**config.mk**
```make
export PLATFORM = sky130hd
export DESIGN_NAME = trig_match_unit
export DESIGN_NICKNAME = d
export VERILOG_FILES = /design/src/rtl/trig_match_pkg.sv /design/src/rtl/tmu_history.sv /design/src/rtl/tmu_compare.sv /design/src/rtl/tmu_occ_counter.sv /design/src/rtl/trig_match_unit.sv
export SDC_FILE = /design/constraint.sdc
export NUM_CORES = 1
export LEC_CHECK = 0
export BUFFER_PORTS_ARGS = -buffer_cell sky130_fd_sc_hd__buf_4
export CAP_MARGIN = 15
export CORE_AREA = 2 2 85 96
export CTS_CLUSTER_DIAMETER = 80
export DETAILED_ROUTE_END_ITERATION = 6
export DIE_AREA = 0 0 87 98
export GPL_TIMING_DRIVEN = 1
export PLACE_DENSITY = 0.81
export SYNTH_ARGS = -nofsm -noshare
export SYNTH_HDL_FRONTEND = slang
export SYNTH_SLANG_ARGS = --single-unit
```
**constraint.sdc**
```tcl
create_clock -name clk -period 3.9 [get_ports clk]
set_clock_uncertainty 0.2 [all_clocks]
set_input_delay 0.585 -clock clk [delete_from_list [all_inputs] [get_ports clk]]
set_output_delay 0.585 -clock clk [all_outputs]
set_load 0.05 [all_outputs]
```
**src/rtl/trig_match_pkg.sv**
```systemverilog
`timescale 1ns/1ps
// Package: shared encodings for the trigger match unit.
// Assumes: mode codes above 5 are illegal and must never match.
package trig_match_pkg;

    // Compare mode: bit 0 selects edge qualification, bits 2:1 the base compare.
    typedef enum logic [2:0] {
        MODE_BASIC      = 3'd0,
        MODE_BASIC_EDGE = 3'd1,
        MODE_EXT        = 3'd2,
        MODE_EXT_EDGE   = 3'd3,
        MODE_RANGE      = 3'd4,
        MODE_RANGE_EDGE = 3'd5
    } tmu_mode_e;

    // Base compare family extracted from the mode.
    typedef enum logic [1:0] {
        BASE_EQ    = 2'd0,
        BASE_MAG   = 2'd1,
        BASE_WIN   = 2'd2,
        BASE_NONE  = 2'd3
    } tmu_base_e;

    // Operator for the extended (magnitude) compare.
    typedef enum logic [1:0] {
        OP_EQ = 2'd0,
        OP_NE = 2'd1,
        OP_GT = 2'd2,
        OP_LT = 2'd3
    } tmu_op_e;

    // Per-bit transition code in edge modes.
    typedef enum logic [1:0] {
        EDGE_LEVEL  = 2'd0,
        EDGE_RISE   = 2'd1,
        EDGE_FALL   = 2'd2,
        EDGE_EITHER = 2'd3
    } tmu_edge_e;

    // Split a raw mode code into base compare and edge flag.
    function automatic tmu_base_e mode_base(input logic [2:0] m);
        if (m > 3'd5) return BASE_NONE;
        return tmu_base_e'(m[2:1]);
    endfunction

    function automatic logic mode_has_edge(input logic [2:0] m);
        return (m <= 3'd5) && m[0];
    endfunction

endpackage

```
**src/rtl/tmu_history.sv**
```systemverilog
`timescale 1ns/1ps
// Module: tmu_history
// Keeps the previous probe sample and a flag telling whether one exists.
// Assumes: synchronous active-low reset; the flag is clear until the
// first sample after reset has been registered.
module tmu_history #(
    parameter int WIDTH = 16
) (
    input  logic             clk,
    input  logic             rst_n,
    input  logic [WIDTH-1:0] probe_i,
    output logic [WIDTH-1:0] prev_o,
    output logic             prev_vld_o
);

    logic [WIDTH-1:0] prev_q;
    logic             vld_q;

    // Capture every sample and mark history valid after the first one.
    always_ff @(posedge clk) begin
        if (!rst_n) begin
            prev_q <= '0;
            vld_q  <= 1'b0;
        end else begin
            prev_q <= probe_i;
            vld_q  <= 1'b1;
        end
    end

    assign prev_o     = prev_q;
    assign prev_vld_o = vld_q;

endmodule

```
**src/rtl/tmu_compare.sv**
```systemverilog
`timescale 1ns/1ps
// Module: tmu_compare
// Combinational trigger condition for one probe sample. Evaluates the
// per-bit level and edge terms, the magnitude and the window compare,
// then selects by mode.
// Assumes: prev_i/prev_vld_i come from a register of the same probe.
module tmu_compare
    import trig_match_pkg::*;
#(
    parameter int WIDTH = 16
) (
    input  logic [WIDTH-1:0]   probe_i,
    input  logic [WIDTH-1:0]   prev_i,
    input  logic               prev_vld_i,
    input  logic [2:0]         mode_i,
    input  logic [WIDTH-1:0]   pat_lo_i,
    input  logic [WIDTH-1:0]   pat_hi_i,
    input  logic [WIDTH-1:0]   care_i,
    input  logic [2*WIDTH-1:0] edge_sel_i,
    input  logic [1:0]         ext_op_i,
    input  logic               range_out_i,
    output logic               hit_o
);

    tmu_base_e        base;
    logic             use_edge;
    logic [WIDTH-1:0] lvl_ok;
    logic [WIDTH-1:0] edg_ok;
    logic [WIDTH-1:0] probe_m;
    logic [WIDTH-1:0] pat_m;
    logic             mag_ok;
    logic             win_in;
    logic             base_ok;

    assign base     = mode_base(mode_i);
    assign use_edge = mode_has_edge(mode_i);
    assign probe_m  = probe_i & care_i;
    assign pat_m    = pat_lo_i & care_i;

    // Per-bit level and transition terms.
    for (genvar i = 0; i < WIDTH; i++) begin : g_bit
        tmu_edge_e code;
        logic      rise;
        logic      fall;
        assign code = use_edge ? tmu_edge_e'(edge_sel_i[2*i +: 2]) : EDGE_LEVEL;
        assign rise = !prev_i[i] &&  probe_i[i];
        assign fall =  prev_i[i] && !probe_i[i];

        // Level term: only cared bits coded as level take part.
        always_comb begin
            lvl_ok[i] = !care_i[i] || (code != EDGE_LEVEL) || (probe_i[i] == pat_lo_i[i]);
        end

        // Transition term: needs a valid previous sample.
        always_comb begin
            unique case (code)
                EDGE_LEVEL:  edg_ok[i] = 1'b1;
                EDGE_RISE:   edg_ok[i] = prev_vld_i && rise;
                EDGE_FALL:   edg_ok[i] = prev_vld_i && fall;
                EDGE_EITHER: edg_ok[i] = prev_vld_i && (rise || fall);
                default:     edg_ok[i] = 1'b0;
            endcase
            if (!care_i[i]) edg_ok[i] = 1'b1;
        end
    end

    // Magnitude compare of the masked probe against the masked pattern.
    always_comb begin
        unique case (tmu_op_e'(ext_op_i))
            OP_EQ:   mag_ok = (probe_m == pat_m);
            OP_NE:   mag_ok = (probe_m != pat_m);
            OP_GT:   mag_ok = (probe_m >  pat_m);
            OP_LT:   mag_ok = (probe_m <  pat_m);
            default: mag_ok = 1'b0;
        endcase
    end

    // Inclusive window test on the masked probe.
    assign win_in = (probe_m >= pat_lo_i) && (probe_m <= pat_hi_i);

    // Base compare selection by mode family.
    always_comb begin
        unique case (base)
            BASE_EQ:   base_ok = &lvl_ok;
            BASE_MAG:  base_ok = mag_ok;
            BASE_WIN:  base_ok = win_in ^ range_out_i;
            default:   base_ok = 1'b0;
        endcase
    end

    assign hit_o = base_ok && (&edg_ok);

endmodule

```
**src/rtl/tmu_occ_counter.sv**
```systemverilog
`timescale 1ns/1ps
// Module: tmu_occ_counter
// Counts compare-true cycles and raises a sticky flag at the target.
// CNT_W = 0 builds no counter: the flag rises on the first match.
// Assumes: clear has priority over counting in the same cycle.
module tmu_occ_counter #(
    parameter int CNT_W = 8,
    localparam int TW   = (CNT_W > 0) ? CNT_W : 1
) (
    input  logic          clk,
    input  logic          rst_n,
    input  logic          hit_i,
    input  logic          clr_i,
    input  logic [TW-1:0] target_i,
    output logic          reached_o
);

    logic reached_q;

    if (CNT_W > 0) begin : g_cnt
        logic [CNT_W-1:0] cnt_q;
        logic [CNT_W-1:0] cnt_nxt;
        logic [CNT_W-1:0] tgt_eff;

        assign cnt_nxt = cnt_q + CNT_W'(1);
        assign tgt_eff = (target_i == '0) ? CNT_W'(1) : target_i;

        // Advance on a match until the target is reached; clear wins.
        always_ff @(posedge clk) begin
            if (!rst_n || clr_i) begin
                cnt_q     <= '0;
                reached_q <= 1'b0;
            end else if (hit_i && !reached_q) begin
                cnt_q     <= cnt_nxt;
                reached_q <= (cnt_nxt == tgt_eff);
            end
        end
    end else begin : g_nocnt
        logic unused_tgt;
        assign unused_tgt = ^target_i;

        // Set on the first match, hold until cleared.
        always_ff @(posedge clk) begin
            if (!rst_n || clr_i) begin
                reached_q <= 1'b0;
            end else if (hit_i) begin
                reached_q <= 1'b1;
            end
        end
    end

    assign reached_o = reached_q;

endmodule

```
**src/rtl/trig_match_unit.sv**
```systemverilog
`timescale 1ns/1ps
// Module: trig_match_unit (top)
// Compares a probe group with a programmed condition every clock, emits a
// registered match pulse and a sticky count-reached flag.
// Assumes: configuration inputs are quasi-static but may change any cycle;
// synchronous active-low reset.
module trig_match_unit #(
    parameter int WIDTH = 16,
    parameter int CNT_W = 8,
    localparam int TW   = (CNT_W > 0) ? CNT_W : 1
) (
    input  logic               clk,
    input  logic               rst_n,
    input  logic [WIDTH-1:0]   probe_i,
    input  logic [2:0]         mode_i,
    input  logic [WIDTH-1:0]   pat_lo_i,
    input  logic [WIDTH-1:0]   pat_hi_i,
    input  logic [WIDTH-1:0]   care_i,
    input  logic [2*WIDTH-1:0] edge_sel_i,
    input  logic [1:0]         ext_op_i,
    input  logic               range_out_i,
    input  logic [TW-1:0]      target_i,
    input  logic               arm_clr_i,
    output logic               match_o,
    output logic               count_hit_o
);

    logic [WIDTH-1:0] prev;
    logic             prev_vld;
    logic             cmp_hit;
    logic             match_q;

    tmu_history #(.WIDTH(WIDTH)) u_hist (
        .clk        (clk),
        .rst_n      (rst_n),
        .probe_i    (probe_i),
        .prev_o     (prev),
        .prev_vld_o (prev_vld)
    );

    tmu_compare #(.WIDTH(WIDTH)) u_cmp (
        .probe_i     (probe_i),
        .prev_i      (prev),
        .prev_vld_i  (prev_vld),
        .mode_i      (mode_i),
        .pat_lo_i    (pat_lo_i),
        .pat_hi_i    (pat_hi_i),
        .care_i      (care_i),
        .edge_sel_i  (edge_sel_i),
        .ext_op_i    (ext_op_i),
        .range_out_i (range_out_i),
        .hit_o       (cmp_hit)
    );

    tmu_occ_counter #(.CNT_W(CNT_W)) u_occ (
        .clk       (clk),
        .rst_n     (rst_n),
        .hit_i     (cmp_hit),
        .clr_i     (arm_clr_i),
        .target_i  (target_i),
        .reached_o (count_hit_o)
    );

    // Register the compare result into the match pulse.
    always_ff @(posedge clk) begin
        if (!rst_n) match_q <= 1'b0;
        else        match_q <= cmp_hit;
    end

    assign match_o = match_q;

endmodule

```
==> results.toml <==
[detailed_routing]
wirelength_um = 11200
final_antenna_net_count = 0
wl_per_cell_um = 15.4
vias_per_cell = 5.77
vias = 4214
drt_iter0_drc = 192
drc_errors = 0
firstDrtPassIters = 5

[floorplan]
start_util = 0.523
coreArea_mm2 = 0.00761
dieHeight_um = 98
die_w_um = 87
pin_count = 115
rows = 34
die_area_mm2 = 0.00853

[sta]
rsz0062_at_grt = "no"
final_max_slew_viol_count = 0
period_share = 0.857
setup_viol = 0
hold_viol = 0
relSlewSlack = 0.469
max_freq_ghz = 0.299
tightest_slew_ps = 790
worst_slack_ps = 559
fin_crit_ps = 3340
final.setup.tns_ps = 0

[clock_network]
cts_sinks = 27
hold_buffers = 0
htree_levels = 1
clockRootBuffer = "clkbuf_8"
post-cts-setup-buffers = 0
clk_latency_ps = 290
cts_tree = "done"
clk_pin_slew_ps = 120
clockBufferDepth = 2
cts_buffers = 3
post_cts_resized = 0

[logic_synthesis]
synth_cell_types = 57
ys_ff_latch = 27
async_flop_share = 0
synth_edf_count = 0
ys_warn_count = 0
yosysSeqAreaShare = 0.136
synth_ff_type = "dfxtp_1"
syn_area_mm2 = 0.00399
synth_cells = 528
synth_nets = 719
syn_area_per_cell_um2 = 7.55

[final_layout]
layout_commonest_cell = "buf_4"
drive_above_1_share = 0.211
syn2layout_area_growth_pct = 24.7
insertedDiodeCount = 0
nets = 832
final_cell_mix = "buf_4, ha_1, inv_1"

[worst_setup_path]
r2r_end = "u_occ.g_cnt.cnt_q[3]"
critical_path_class = "input port to register"
critPathCaptureType = "register"
required_ps = 3920
worstRegToRegCells = 9
arrival_ps = 3370
r2r_start = "u_hist.prev_o[0]"
crit_path_start_kind = "input port"
reg2reg_slack_ps = 920
cp_max_fo = 14

[status]
status = "complete, no violations"

[hold_path]
hp-start = "probe_i[1]"
holdCritPathClass = "input port to register"
min_to = "u_hist.prev_o[1]"
whs_path_depth = 2

[power_and_ir_drop]
ir_worst_vdd_mv = 0.160
power_density_mw_per_mm2 = 181
leakagePower_nw = 2.55

[global_route]
grt.total_usage = 0.267
grt_pass1_vias = 4299
antenna_found_initial = 0
grt_pass1_wl_um = 18400
overflow = 0
grt_max_degree = 24

[placement]
port_buffers = 114
gp_congestion = 0.876
pre_cts_ws_ps = 343
hpwlAfterDp_um = 9440

[run]
cap_violations = 0
[critical path: stages]
cell	delay, ps
buf_4	130
and2_1	190
ha_1	290
a21o_1	180
a221o_1	320
a221oi_1	360
o2bb2ai_1	130
o21ai_0	220
nand3_1	100
buf_4	190
or4_1	500
a21oi_1	170
[synthesized netlist by cell type, types with 9 or more instances]
| library cell | number | area, um2 |
|---|---|---|
| ha_1 | 78 | 976 |
| inv_1 | 72 | 270 |
| nand2_1 | 50 | 188 |
| nor2_1 | 35 | 131 |
| and2_1 | 32 | 200 |
| a21oi_1 | 29 | 145 |
| dfxtp_1 | 27 | 541 |
| xor2_1 | 18 | 158 |
| o21ai_0 | 15 | 75.1 |
| o211ai_1 | 13 | 97.6 |
| nor2b_1 | 11 | 68.8 |
| xnor2_1 | 10 | 87.6 |
| a31oi_1 | 9 | 56.3 |
| o211a_1 | 9 | 90.1 |
[per-stage QoR]
| stage | hold slack (ps) | std cells | total power, mW | area, um2 | utilization |
|---|---|---|---|---|---|
| finish | 330 | 730 | 0.898 | 4970 | 0.653 |
| global route | 333 | 730 | 0.963 | 4970 | 0.653 |
| CTS | 325 | 730 | 0.898 | 4970 | 0.653 |
| detailed placement | 308 | 726 | 0.712 | 4920 | 0.646 |
| global placement | 284 | 726 | 0.694 | 4920 | 0.646 |
| floorplan | 264 | 528 | 0.524 | 3990 | - |
[kinds of logic after synthesis]
group / count (synthesis) / share of synthesized area
flops: 27 / 0.136
fa+ha+maj: 78 / 0.245
compound gates: 124 / 0.222
simple gates: 187 / 0.246
buf+inv: 80 / 0.0797
mux: 4 / 0.0100
xor+xnor: 28 / 0.0615
[sequential cells by signal, summed over array words and instances (netlist names)]
signal,count
u_hist.prev_vld_o,1
u_occ.g_cnt.cnt_q,8
u_occ.reached_o,1
match_o,1
u_hist.prev_o,16
[cell type report]
class,instances,area (um2)
Timing Repair Buffer,116,871
Inverter,72,270
Sequential cell,27,541
Tap cell,90,113
Clock inverter,1,7.51
Multi-Input combinational cell,421,3130
Fill cell,678,2650
Clock buffer,3,41.3
[report_power, final]
group	switching [mW]	total (mW)	internal [mW]
sequential	0.00531	0.291	0.286
clock	0.115	0.188	0.0732
combinational	0.216	0.419	0.203
[worst max path at each step]
| stage | from | endpoint | slack, ps | depth (start not counted) |
|---|---|---|---|---|
| 3_3_place_gp | probe_i[9] | u_occ.g_cnt.cnt_q[3] | 420 | 12 |
| 4_1_cts | probe_i[9] | u_occ.g_cnt.cnt_q[4] | 630 | 12 |
| 2_1_floorplan | probe_i[9] | u_occ.g_cnt.cnt_q[2] | 690 | 11 |
| 3_5_place_dp | probe_i[9] | u_occ.g_cnt.cnt_q[4] | 340 | 12 |
| 6_report | probe_i[9] | u_occ.g_cnt.cnt_q[3] | 560 | 12 |
| 5_1_grt | probe_i[11] | u_occ.g_cnt.cnt_q[4] | 390 | 12 |
[metal layers]
metal	share of wire	wire, um	global-route usage
met5	0	0	0
met1	0.40	4460	0.308
met2	0.49	5540	0.479
met4	0.036	403	0.105
met3	0.072	809	0.0448
(Power assumes the default switching activity.)
